**src/rtl/hu_pkg.sv**
```systemverilog
package hu_pkg;
  localparam int REG_W   = 5;
  localparam int NUM_SRC = 2;

  typedef enum logic [1:0] {
    FWD_RF    = 2'b00,
    FWD_WB    = 2'b01,
    FWD_EXMEM = 2'b10
  } fwdSel_e;

  // strobes passed from the comparator datapath to the freeze control
  typedef struct packed {
    logic loadUse;
    logic redirect;
  } hzStrobe_t;
endpackage

```
**src/rtl/hu_fwd_path.sv**
```systemverilog
module hu_fwd_path
  import hu_pkg::*;
#(
  parameter int RW = REG_W,
  parameter int NS = NUM_SRC
) (
  input  logic [RW-1:0] exSrc [NS],
  input  logic [RW-1:0] idSrc [NS],
  input  logic [RW-1:0] exRd,
  input  logic          exRegWrite,
  input  logic          exMemRead,
  input  logic [RW-1:0] memRd,
  input  logic          memRegWrite,
  input  logic [RW-1:0] wbRd,
  input  logic          wbRegWrite,
  input  logic          branchTaken,
  output fwdSel_e       fwdSel [NS],
  output hzStrobe_t     strobes
);
  localparam logic [RW-1:0] ZERO_REG = '0;

  logic memLive, wbLive, exLoadLive;
  logic [NS-1:0] useHit;

  assign memLive    = memRegWrite && (memRd != ZERO_REG);
  assign wbLive     = wbRegWrite && (wbRd != ZERO_REG);
  assign exLoadLive = exMemRead && exRegWrite && (exRd != ZERO_REG);

  for (genvar s = 0; s < NS; s++) begin : g_src
    logic memHit, wbHit;
    assign memHit = memLive && (memRd == exSrc[s]);
    assign wbHit  = wbLive && (wbRd == exSrc[s]);
    assign useHit[s] = exLoadLive && (exRd == idSrc[s]);

    always_comb begin
      if (memHit)     fwdSel[s] = FWD_EXMEM;
      else if (wbHit) fwdSel[s] = FWD_WB;
      else            fwdSel[s] = FWD_RF;
    end

    always_comb begin
      AST_SEL_LEGAL: assert (fwdSel[s] != 2'b11);
      if (exSrc[s] == ZERO_REG)
        AST_NO_R0_FWD: assert (fwdSel[s] == FWD_RF);
      if (!memRegWrite && !wbRegWrite)
        AST_NO_WRITE_NO_FWD: assert (fwdSel[s] == FWD_RF);
    end
  end

  assign strobes.loadUse  = |useHit;
  assign strobes.redirect = branchTaken;

  always_comb begin
    if (!exMemRead)
      AST_LOAD_ONLY_STALL: assert (!strobes.loadUse);
  end
endmodule

```
**src/rtl/hu_ctrl.sv**
```systemverilog
module hu_ctrl
  import hu_pkg::*;
(
  input  hzStrobe_t strobes,
  output logic      pcHold,
  output logic      ifIdHold,
  output logic      ifIdFlush,
  output logic      idExBubble
);
  logic freezeFront;

  // a redirect takes precedence over a freeze of the front end
  assign freezeFront = strobes.loadUse && !strobes.redirect;
  assign pcHold      = freezeFront;
  assign ifIdHold    = freezeFront;
  assign ifIdFlush   = strobes.redirect;
  assign idExBubble  = strobes.loadUse;

  always_comb begin
    AST_HOLD_PAIR: assert (pcHold == ifIdHold);
    AST_FLUSH_WINS: assert (!(ifIdHold && ifIdFlush));
    if (pcHold)
      AST_HOLD_HAS_BUBBLE: assert (idExBubble);
  end
endmodule

```
**src/rtl/hazard_unit.sv**
```systemverilog
module hazard_unit
  import hu_pkg::*;
#(
  parameter int RW = REG_W
) (
  input  logic [RW-1:0] idRs1,
  input  logic [RW-1:0] idRs2,
  input  logic [RW-1:0] exRs1,
  input  logic [RW-1:0] exRs2,
  input  logic [RW-1:0] exRd,
  input  logic          exRegWrite,
  input  logic          exMemRead,
  input  logic [RW-1:0] memRd,
  input  logic          memRegWrite,
  input  logic [RW-1:0] wbRd,
  input  logic          wbRegWrite,
  input  logic          branchTaken,
  output logic [1:0]    fwdA,
  output logic [1:0]    fwdB,
  output logic          pcHold,
  output logic          ifIdHold,
  output logic          ifIdFlush,
  output logic          idExBubble
);
  localparam int NS = 2;

  logic [RW-1:0] exSrc [NS];
  logic [RW-1:0] idSrc [NS];
  fwdSel_e       fwdSel [NS];
  hzStrobe_t     strobes;

  assign exSrc[0] = exRs1;
  assign exSrc[1] = exRs2;
  assign idSrc[0] = idRs1;
  assign idSrc[1] = idRs2;

  hu_fwd_path #(.RW(RW), .NS(NS)) u_path (
    .exSrc      (exSrc),
    .idSrc      (idSrc),
    .exRd       (exRd),
    .exRegWrite (exRegWrite),
    .exMemRead  (exMemRead),
    .memRd      (memRd),
    .memRegWrite(memRegWrite),
    .wbRd       (wbRd),
    .wbRegWrite (wbRegWrite),
    .branchTaken(branchTaken),
    .fwdSel     (fwdSel),
    .strobes    (strobes)
  );

  hu_ctrl u_ctrl (
    .strobes   (strobes),
    .pcHold    (pcHold),
    .ifIdHold  (ifIdHold),
    .ifIdFlush (ifIdFlush),
    .idExBubble(idExBubble)
  );

  assign fwdA = fwdSel[0];
  assign fwdB = fwdSel[1];

  always_comb begin
    if (branchTaken)
      AST_BRANCH_FLUSH: assert (ifIdFlush && !pcHold);
  end
endmodule

```
**config.mk**
```make
export PLATFORM = sky130hd
export DESIGN_NAME = hazard_unit
export DESIGN_NICKNAME = d
export VERILOG_FILES = /design/src/rtl/hu_pkg.sv /design/src/rtl/hu_fwd_path.sv /design/src/rtl/hu_ctrl.sv /design/src/rtl/hazard_unit.sv
export SDC_FILE = /design/constraint.sdc
export NUM_CORES = 1
export LEC_CHECK = 0
export BUFFER_PORTS_ARGS = -buffer_cell sky130_fd_sc_hd__buf_2
export CORE_MARGIN = 2
export CORE_UTILIZATION = 30
export DETAILED_ROUTE_END_ITERATION = 10
export PLACE_DENSITY = 0.72
export SETUP_SLACK_MARGIN = 0.15
export SYNTH_ARGS = -nofsm -noshare
export SYNTH_HDL_FRONTEND = slang
export SYNTH_SLANG_ARGS = --single-unit
```
**constraint.sdc**
```tcl
create_clock -name vclk -period 2.85
set_input_delay 0 -clock vclk [all_inputs]
set_output_delay 0 -clock vclk [all_outputs]
set_load 0.02 [all_outputs]
```
==> flow_metrics.tcl <==
set metrics [dict create \
    wl_um 1255 \
    setup_tns_ps 0 \
    io_pins 48 \
    postLayoutCoreUtil_pct 49.81 \
    power_uw 89.18 \
    area_growth_pct 52.59 \
    gp_congestion 0.8144 \
    cp.arrival_ps 1350 \
    dr.pass1.iters 4 \
    die_y_um 42.10 \
    finalCritPeriodShare_pct 47.35 \
    place_area_um2 664.4 \
    grt_pass1_vias 501 \
    synthCells 56 \
    cts_resized 0 \
    crit_path_max_fanout 3 \
    maxSlewHeadroom_pct 72.40 \
    dp_hpwl_um 1188 \
    drc 0 \
    yosys.area.top_type_share_pct 48.28 \
    drv_cap 0 \
    synth_cell_types 13 \
    die_w_um 42.10 \
    ir_drop_mv 0.05066 \
    coreArea_mm2 0.001334 \
    drv_slew 0 \
    rsz0062_at_grt "no" \
    endpoint_kind "output port" \
    power_density_mw_per_mm2 134.2 \
    io_buffer_count 48 \
    drt-initial-drc-count 2 \
    holdCritPathClass "input port to output port" \
    dieArea_mm2 0.001772 \
    netlist_top_cells_area "xor2_1, xnor2_1, or4_1, buf_4, nor4_2" \
    syn_area_per_cell_um2 7.775 \
    syn-num-nets 96 \
    crit_type "input port to output port" \
    cts_setup_buffers 0 \
    cp_num_buf_inv 2 \
    period_minus_slack_ps 1349 \
    cp_top_family "simple AND/OR/NAND/NOR gates" \
    tightest_slew_ps 410.3 \
    insertedDiodeCount 0 \
    synth_top_area_cell "xor2_1" \
    vias 537 \
    fin_hold_ws_ps 237.8 \
    avgRoutedWirePerCell_um 10.91 \
    rows 13 \
    p_leak_uw 0.0003394 \
    grt_pass1_wl_um 2132 \
    viasPerCell 4.670 \
    fmax_ghz 0.7411 \
    crit_top_cell "buf_2" \
    outcome "completed" \
    grt_max_degree 4 \
    drive_gt1_share_pct 51.00 \
    crit_required_ps 2850 \
    grt_usage_pct 14.25 \
    nNetsFinal 142 \
    ant_nets 0 \
    hold_buffers 0 \
    max_stage_delay_ps 530 \
    design_area_um2 664.4 \
    synth_warnings 0 \
    initial_core_util_pct 32.65 \
    crit_chain "buf_2, or4_1, o21ai_2, nor4_1, nor4_2, buf_2" \
    synth_area_um2 435.4 \
    slowest_stage "or4_1" \
    grt_overflow 0 \
    finalHoldViolations 0 \
    fillers 148 \
    antenna_found_initial 0 \
    critPathLaunchType "input port" \
    register_area_um2 0 \
    seq_area_frac_synth_pct 0 \
    design.seq.count 0 \
    nClkBuffers 0 \
    setup_viol 0 \
]
Yosys cell counts, drive strengths merged:
cell type,n
nor3,3
nand3,2
or4,5
nand2,1
nor4,5
a22oi,1
nor2,3
xor2,24
buf,4
o21ai,2
xnor2,6
metrics by stage:
stage | setup WS (ps) | instances
floorplan | 1358 | 56
global placement | 1519 | 115
detailed placement | 1508 | 115
CTS | 1508 | 115
global route | 1418 | 115
finish | 1501 | 115
per-layer routing:
metal / wire [um] / global-route usage, % / part of all wire, %
met3: 41 / 0.4310 / 3.3
met4: 0 / 0 / 0
met1: 552 / 21.52 / 44
met5: 0 / 0 / 0
met2: 662 / 23.75 / 53
placed cells by master (no fill, tap or decap):
master / count
nor4_1: 3
nand3_1: 2
o21ai_1: 1
xnor2_1: 6
buf_2: 48
or4_1: 5
o21ai_2: 1
nor3_1: 3
a22oi_1: 1
nor4_2: 2
nor2_1: 3
nand2_1: 1
xor2_1: 24
cell type report:
| class | count | area, um2 | area share, % |
|---|---|---|---|
| multi-input combinational | 52 | 405.4 | 61.02 |
| tap | 15 | 18.77 | 2.825 |
| timing repair buffer | 48 | 240.2 | 36.16 |
power by group:
group | total, uW | leakage, uW | switching, uW | internal (uW)
Combinational | 89.2 | 0.000339 | 43.7 | 45.5
Clock | 0 | 0 | 0 | 0
Sequential | 0 | 0 | 0 | 0
Total | 89.2 | 0.000339 | 43.7 | 45.5
final timing paths:
path	start	endpoint	slack [ps]	depth (start not counted)
setup / recovery	memRd[4]	fwdB[0]	1500	6
hold / removal	branchTaken	ifIdFlush	240	2
logic make-up after synthesis:
logic type	after synthesis	share of synthesized area, %
simple gates	19	27.87
buf+inv	4	6.897
xor+xnor	30	60.34
compound gates	3	4.885
(Power assumes the default switching activity.)
